==> config.mk <==
export PLATFORM = sky130hd
export DESIGN_NAME = ooo_issue_sel
export DESIGN_NICKNAME = d
export VERILOG_FILES = /design/src/rtl/issue_pkg.sv /design/src/rtl/issue_hazard.sv /design/src/rtl/issue_pick.sv /design/src/rtl/issue_queue.sv /design/src/rtl/issue_scoreboard.sv /design/src/rtl/ooo_issue_sel.sv
export SDC_FILE = /design/constraint.sdc
export NUM_CORES = 1
export LEC_CHECK = 0
export BUFFER_PORTS_ARGS = -buffer_cell sky130_fd_sc_hd__buf_4
export CAP_MARGIN = 20
export CELL_PAD_IN_SITES_DETAIL_PLACEMENT = 1
export CELL_PAD_IN_SITES_GLOBAL_PLACEMENT = 2
export CORE_ASPECT_RATIO = 1.1
export CORE_MARGIN = 2
export CORE_UTILIZATION = 31
export CTS_CLUSTER_DIAMETER = 120
export DETAILED_ROUTE_END_ITERATION = 16
export GPL_ROUTABILITY_DRIVEN = 0
export PLACE_DENSITY_LB_ADDON = 0.1
export SLEW_MARGIN = 10
export SYNTH_ARGS = -nofsm -noshare
export SYNTH_HDL_FRONTEND = slang
export SYNTH_SLANG_ARGS = --single-unit
==> constraint.sdc <==
create_clock -name clk -period 5.9 [get_ports clk]
set_clock_uncertainty 0.15 [all_clocks]
set_input_delay 0.59 -clock clk [delete_from_list [all_inputs] [get_ports clk]]
set_output_delay 0.59 -clock clk [all_outputs]
set_load 0.03 [all_outputs]
==> src/rtl/issue_pkg.sv <==
package issue_pkg;
  localparam int NREG = 32;
  localparam int RIDW = $clog2(NREG);
  localparam int TAGW = 8;
  localparam int NCLS = 3;

  typedef enum logic [1:0] {
    CL_MEM  = 2'd0,
    CL_ARI  = 2'd1,
    CL_LOG  = 2'd2,
    CL_NONE = 2'd3
  } cls_e;

  typedef struct packed {
    logic [TAGW-1:0] tag;
    cls_e            cls;
    logic            st;
    logic            use2;
    logic [RIDW-1:0] rd;
    logic [RIDW-1:0] rs1;
    logic [RIDW-1:0] rs2;
  } iss_op_t;

  localparam int OPW = $bits(iss_op_t);

  function automatic logic op_writes(iss_op_t o);
    return (o.rd != '0) && !((o.cls == CL_MEM) && o.st);
  endfunction

  function automatic logic op_reads(iss_op_t o, logic [RIDW-1:0] r);
    return (r != '0) && ((o.rs1 == r) || (o.use2 && (o.rs2 == r)));
  endfunction
endpackage

==> src/rtl/issue_hazard.sv <==
module issue_hazard
  import issue_pkg::*;
#(
  parameter int DEPTH = 4,
  parameter int IDX   = 0
) (
  input  iss_op_t [DEPTH-1:0] ops,
  input  logic    [DEPTH-1:0] vld,
  input  logic    [NREG-1:0]  busy,
  input  logic    [NCLS-1:0]  room,
  output logic                ok
);
  iss_op_t me;
  logic    blk;
  logic    has_room;
  logic    unused_bits;

  assign me          = ops[IDX];
  assign unused_bits = ^{ops, vld};

  always_comb begin
    case (me.cls)
      CL_MEM:  has_room = room[0];
      CL_ARI:  has_room = room[1];
      CL_LOG:  has_room = room[2];
      default: has_room = 1'b0;
    endcase
  end

  always_comb begin
    blk = 1'b0;
    if (op_writes(me) && busy[me.rd])              blk = 1'b1;
    if ((me.rs1 != '0) && busy[me.rs1])            blk = 1'b1;
    if (me.use2 && (me.rs2 != '0) && busy[me.rs2]) blk = 1'b1;
    for (int j = 0; j < IDX; j++) begin
      if (vld[j]) begin
        if (op_writes(ops[j]) && op_reads(me, ops[j].rd)) blk = 1'b1;
        if (op_writes(ops[j]) && op_writes(me) && (ops[j].rd == me.rd)) blk = 1'b1;
        if (op_writes(me) && op_reads(ops[j], me.rd)) blk = 1'b1;
        if ((me.cls == CL_MEM) && (ops[j].cls == CL_MEM) && ops[j].st) blk = 1'b1;
      end
    end
  end

  assign ok = vld[IDX] && !blk && has_room;
endmodule

==> src/rtl/issue_pick.sv <==
module issue_pick
  import issue_pkg::*;
#(
  parameter int DEPTH = 4
) (
  input  iss_op_t [DEPTH-1:0]            ops,
  input  logic    [DEPTH-1:0]            ok,
  output logic    [NCLS-1:0][DEPTH-1:0]  sel
);
  logic [NCLS-1:0] found;

  always_comb begin
    sel   = '0;
    found = '0;
    for (int c = 0; c < NCLS; c++) begin
      for (int i = 0; i < DEPTH; i++) begin
        if (!found[c] && ok[i] && (ops[i].cls == cls_e'(c))) begin
          sel[c][i] = 1'b1;
          found[c]  = 1'b1;
        end
      end
    end
  end
endmodule

==> src/rtl/issue_queue.sv <==
module issue_queue
  import issue_pkg::*;
#(
  parameter int DEPTH = 4,
  parameter int FW    = 2,
  localparam int CW   = $clog2(DEPTH + 1)
) (
  input  logic                 clk,
  input  logic                 rst_n,
  input  logic    [DEPTH-1:0]  issued,
  input  logic    [FW-1:0]     fe_vld,
  input  iss_op_t [FW-1:0]     fe_ops,
  output iss_op_t [DEPTH-1:0]  q_ops,
  output logic    [DEPTH-1:0]  q_vld,
  output logic    [CW-1:0]     q_cnt
);
  iss_op_t [DEPTH-1:0] n_ops;
  logic    [CW-1:0]    n_cnt;
  logic    [CW-1:0]    space;
  logic                q_en;

  always_comb begin
    for (int i = 0; i < DEPTH; i++) q_vld[i] = (q_cnt > CW'(i));
  end

  assign q_en = (|(q_vld & issued)) || (|fe_vld);

  always_comb begin
    n_ops = '0;
    n_cnt = '0;
    space = CW'(DEPTH) - q_cnt;
    for (int i = 0; i < DEPTH; i++) begin
      if (q_vld[i] && !issued[i]) begin
        for (int s = 0; s < DEPTH; s++) if (n_cnt == CW'(s)) n_ops[s] = q_ops[i];
        n_cnt = n_cnt + 1'b1;
      end
    end
    for (int k = 0; k < FW; k++) begin
      if (fe_vld[k] && (space != '0)) begin
        for (int s = 0; s < DEPTH; s++) if (n_cnt == CW'(s)) n_ops[s] = fe_ops[k];
        n_cnt = n_cnt + 1'b1;
        space = space - 1'b1;
      end
    end
  end

  always_ff @(posedge clk or negedge rst_n) begin
    if (!rst_n) begin
      q_ops <= '0;
      q_cnt <= '0;
    end else if (q_en) begin
      q_ops <= n_ops;
      q_cnt <= n_cnt;
    end
  end


  cnt_within_depth_chk: assert property (@(posedge clk) disable iff (!rst_n)
    q_cnt <= CW'(DEPTH));


  issue_only_valid_chk: assert property (@(posedge clk) disable iff (!rst_n)
    (issued & ~q_vld) == '0);
endmodule

==> src/rtl/issue_scoreboard.sv <==
module issue_scoreboard
  import issue_pkg::*;
(
  input  logic            clk,
  input  logic            rst_n,
  input  logic [NREG-1:0] set_vec,
  input  logic [NREG-1:0] clr_vec,
  output logic [NREG-1:0] busy_q
);
  logic [NREG-1:0] busy_d;
  logic            sb_en;

  assign sb_en = (|set_vec) || (|clr_vec);

  always_comb begin
    busy_d    = (busy_q & ~clr_vec) | set_vec;
    busy_d[0] = 1'b0;
  end

  always_ff @(posedge clk or negedge rst_n) begin
    if (!rst_n)     busy_q <= '0;
    else if (sb_en) busy_q <= busy_d;
  end


  zero_reg_idle_chk: assert property (@(posedge clk) disable iff (!rst_n)
    !busy_q[0]);
endmodule

==> src/rtl/ooo_issue_sel.sv <==
module ooo_issue_sel
  import issue_pkg::*;
#(
  parameter int  DEPTH = 4,
  parameter int  FW    = 2,
  parameter int  MQ_D  = 2,
  parameter int  AQ_D  = 1,
  parameter int  LQ_D  = 1,
  localparam int CW    = $clog2(DEPTH + 1),
  localparam int MOW   = $clog2(MQ_D + 1),
  localparam int AOW   = $clog2(AQ_D + 1),
  localparam int LOW   = $clog2(LQ_D + 1)
) (
  input  logic                   clk,
  input  logic                   rst_n,
  input  logic [FW-1:0]          fe_vld,
  input  logic [FW*OPW-1:0]      fe_ops,
  input  logic [MOW-1:0]         mq_occ,
  input  logic [AOW-1:0]         aq_occ,
  input  logic [LOW-1:0]         lq_occ,
  input  logic [NREG-1:0]        wb_clr,
  output logic                   mem_vld,
  output logic [OPW-1:0]         mem_op,
  output logic                   ari_vld,
  output logic [OPW-1:0]         ari_op,
  output logic                   log_vld,
  output logic [OPW-1:0]         log_op,
  output logic [DEPTH*OPW-1:0]   pq_ops,
  output logic [CW-1:0]          pq_cnt,
  output logic [NREG-1:0]        busy
);
  iss_op_t [FW-1:0]              fe_arr;
  iss_op_t [DEPTH-1:0]           q_ops;
  logic    [DEPTH-1:0]           q_vld;
  logic    [CW-1:0]              q_cnt;
  logic    [NREG-1:0]            busy_q;
  logic    [NCLS-1:0]            room;
  logic    [DEPTH-1:0]           elig;
  logic    [NCLS-1:0][DEPTH-1:0] sel;
  logic    [DEPTH-1:0]           issued;
  logic    [NCLS-1:0]            disp_vld;
  iss_op_t [NCLS-1:0]            disp_op;
  logic    [NREG-1:0]            set_vec;

  assign fe_arr  = fe_ops;
  assign room[0] = mq_occ < MOW'(MQ_D);
  assign room[1] = aq_occ < AOW'(AQ_D);
  assign room[2] = lq_occ < LOW'(LQ_D);

  issue_queue #(.DEPTH(DEPTH), .FW(FW)) u_queue (
    .clk    (clk),
    .rst_n  (rst_n),
    .issued (issued),
    .fe_vld (fe_vld),
    .fe_ops (fe_arr),
    .q_ops  (q_ops),
    .q_vld  (q_vld),
    .q_cnt  (q_cnt)
  );

  for (genvar g = 0; g < DEPTH; g++) begin : g_hz
    issue_hazard #(.DEPTH(DEPTH), .IDX(g)) u_hz (
      .ops  (q_ops),
      .vld  (q_vld),
      .busy (busy_q),
      .room (room),
      .ok   (elig[g])
    );
  end

  issue_pick #(.DEPTH(DEPTH)) u_pick (
    .ops (q_ops),
    .ok  (elig),
    .sel (sel)
  );

  always_comb begin
    issued   = '0;
    disp_vld = '0;
    disp_op  = '0;
    set_vec  = '0;
    for (int c = 0; c < NCLS; c++) begin
      for (int i = 0; i < DEPTH; i++) begin
        if (sel[c][i]) begin
          disp_vld[c] = 1'b1;
          disp_op[c]  = q_ops[i];
          issued[i]   = 1'b1;
        end
      end
      if (disp_vld[c] && op_writes(disp_op[c])) set_vec[disp_op[c].rd] = 1'b1;
    end
  end

  issue_scoreboard u_sb (
    .clk     (clk),
    .rst_n   (rst_n),
    .set_vec (set_vec),
    .clr_vec (wb_clr),
    .busy_q  (busy_q)
  );

  assign mem_vld = disp_vld[0];
  assign mem_op  = disp_op[0];
  assign ari_vld = disp_vld[1];
  assign ari_op  = disp_op[1];
  assign log_vld = disp_vld[2];
  assign log_op  = disp_op[2];
  assign pq_ops  = q_ops;
  assign pq_cnt  = q_cnt;
  assign busy    = busy_q;


  mem_room_chk: assert property (@(posedge clk) disable iff (!rst_n)
    disp_vld[0] |-> (mq_occ < MOW'(MQ_D)));


  ari_dest_free_chk: assert property (@(posedge clk) disable iff (!rst_n)
    disp_vld[1] |-> !busy_q[disp_op[1].rd]);


  ari_dest_marked_chk: assert property (@(posedge clk) disable iff (!rst_n)
    (disp_vld[1] && (disp_op[1].rd != '0)) |=> busy_q[$past(disp_op[1].rd)]);


  log_dest_marked_chk: assert property (@(posedge clk) disable iff (!rst_n)
    (disp_vld[2] && (disp_op[2].rd != '0)) |=> busy_q[$past(disp_op[2].rd)]);
endmodule

==> impl_results.md <==
- Final worst-path cycle share: 0.986
- Total track usage: 0.392
- Peak Freq: 172 MHz
- Largest net degree at the start of global routing: 77
- Worst path top cell family by delay: simple AND/OR/NAND/NOR gates
- Slowest cell on the critical path: mux4_2
- Setup repair after global routing missed its margin: true
- Initial antenna violation count: 5
- Starting Density: 0.313
- Outcome: completed
- CTS tree: yes
- First drt pass iteration count: 5
- Layout cells sized above 1: 0.348
- Synthesized area per cell: 8.02 sq um
- Yosys top cell area share: 0.190
- Measured slew at the worst slew-check pin: 0.954 ns
- WP data required: 6.10 ns
- PortBufs: 313
- GRT overflow: 0
- Post-synth EDFFs: 0
- HPWL Detailed: 91000 microns
- Type of origin of the critical path: flip-flop
- First-pass GRT wire length: 177000 microns
- Worst slew margin: 0.362
- Final Instance Area: 25200 sq um
- Setup WS post-layout: 0.0817 ns
- Final WL: 124000 microns
- Post-synth ARST share: 1.00
- DR vias: 23700
- Maxcap violations: 0
- CP Capture Type: flip-flop
- Reg clk slew, reported paths: 0.07 ns
- ANT nets after route: 0
- Die Height: 262 microns
- CP peak stage delay: 0.53 ns
- Drt initial violations: 2638
- Die Wd: 238 microns
- Yosys top cell by area: dfrtp_1
- CP Buf/Inv Count: 8
- # IOs: 321
- Cell mode on critical path: buf_4
- Via density: 6.74
- Critical path peak fanout: 27
- Yosys warning count: 0
- Data arrival, critical path: 6.02 ns
- Crit Path Category: reg2reg
- Die Area: 62300 sq um
- Cell area after placement: 24100 sq um
- Area grow syn2layout: 34.6%
- Register bit total from synthesis: 142
- Sink Count: 142
- Hold Vio Cnt, Final: 0
- Core area: 59700 sq um
- FP Rows: 94
- DRC Markers: 0
- CTS Buf Count: 17
- Routed WL per cell: 35.4 microns
- Post-synthesis sequential area ratio: 0.190
- Pre-CTS setup slack: -0.173 ns
- Final setup fails: 0
- Min-Delay Path Class: in2reg
- Clk buf depth: 2
- Slew Viols, Final: 0
- Number of nets in the layout: 2854
- Number of global-route vias before repair: 24300
- Yosys cell types: 92
- H-tree depth: 4
- Top cells by area, synth: dfrtp_1 19%, mux4_2 8.7%, mux2i_1 5.6%, a221o_1 4.9%, xnor2_1 4.9%
- Min Tclk post-route: 5.82 ns
- Final Util: 0.422
- Count leader, synth: nand2_1
- Mapped Area: 18700 sq um
- Worst-Skew Late Latency: 0.52 ns
- Most frequent cells after synthesis: 228 x nand2_1, 180 x clkbuf_1, 142 x dfrtp_1
- Post-synthesis cell count: 2333
- Most used flip-flop cell after synthesis: dfrtp_1
- CTS root buf: clkbuf_16
-- state kept, by name, indices dropped and copies added, names as in the netlist --
register       flops
u_queue.q_ops    108
u_queue.q_cnt      3
u_sb.busy_q       31
-- metrics by stage --
stage          cells  hold WS, ns  setup TNS [ns]
2_1_floorplan   2337        0.144               0
3_3_place_gp    3473        0.447         -0.0328
3_5_place_dp    3473        0.469           -3.53
4_1_cts         3511        0.152               0
5_1_grt         3516        0.171          -0.589
6_report        3517        0.168               0
-- routing by layer --
metal / global-route usage / wire [microns]
met2: 0.645 / 58000
met1: 0.473 / 47300
met4: 0.230 / 8020
met5: 0 / 42
met3: 0.0870 / 11100
-- area by class of cell --
| class | instances | area (sq um) |
|---|---|---|
| Clock inverter | 11 | 131 |
| Clock buffer | 21 | 460 |
| Multi-Input combinational cell | 1784 | 13800 |
| Timing Repair Buffer | 705 | 5920 |
| Fill cell | 7011 | 34600 |
| Inverter | 85 | 324 |
| Antenna cell | 1 | 2.50 |
| Sequential cell | 142 | 3590 |
| Tap cell | 768 | 961 |
-- layout by cell type, fill, tap and decap left out, types with 47 or more instances in the layout --
master and instances:
nand2_1 227, o21ai_1 49, nor3_1 50, mux4_2 72, a221o_1 92, mux2i_1 102
a32oi_1 59, nor2_1 87, buf_4 650, buf_12 47, dfrtp_1 114, nand3_1 114
a21oi_1 105, xnor2_1 103, xor2_1 49, o21ai_0 84, inv_1 81
-- logic make-up after synthesis --
logic type | after synthesis | share of synthesized area
AOI/OAI and AO/OA | 763 | 0.300
xor gates and xnor gates | 154 | 0.0728
adders and majority gates | 25 | 0.0167
buffers and inverters | 411 | 0.0958
DFF | 142 | 0.190
muxes | 198 | 0.156
other | 1 | 0.000200
and+or+nand+nor | 639 | 0.169
-- path summary, 6_finish.rpt --
kind / startpoint / end / slack [ns] / cells after the start
hold reg to reg: u_queue.q_ops[22]$_DFFE_PN0P_ / u_queue.q_ops[22]$_DFFE_PN0P_ / 0.50 / 2
min in group asynchronous: rst_n / u_sb.busy_q[12]$_DFFE_PN0P_ / 0.52 / 2
max in group asynchronous: rst_n / u_queue.q_ops[7]$_DFFE_PN0P_ / 3.71 / 3
setup reg to reg: u_queue.q_ops[5]$_DFFE_PN0P_ / u_queue.q_ops[32]$_DFFE_PN0P_ / 0.08 / 25
hold / removal: wb_clr[18] / u_sb.busy_q[18]$_DFFE_PN0P_ / 0.17 / 2
setup / recovery: u_queue.q_ops[5]$_DFFE_PN0P_ / u_queue.q_ops[32]$_DFFE_PN0P_ / 0.08 / 25
-- repair_timing --
item,in CTS,in global routing
hold endpoints to repair,52,0
setup endpoints to repair,45,108
hold buffers,1,0
gates cloned,0,1
gates resized for setup,17,59
buffers inserted,5,4
pin swaps,2,15
Power is not shown: default switching activity piles up to over one toggle a cycle in this logic, so the estimate is an artifact.
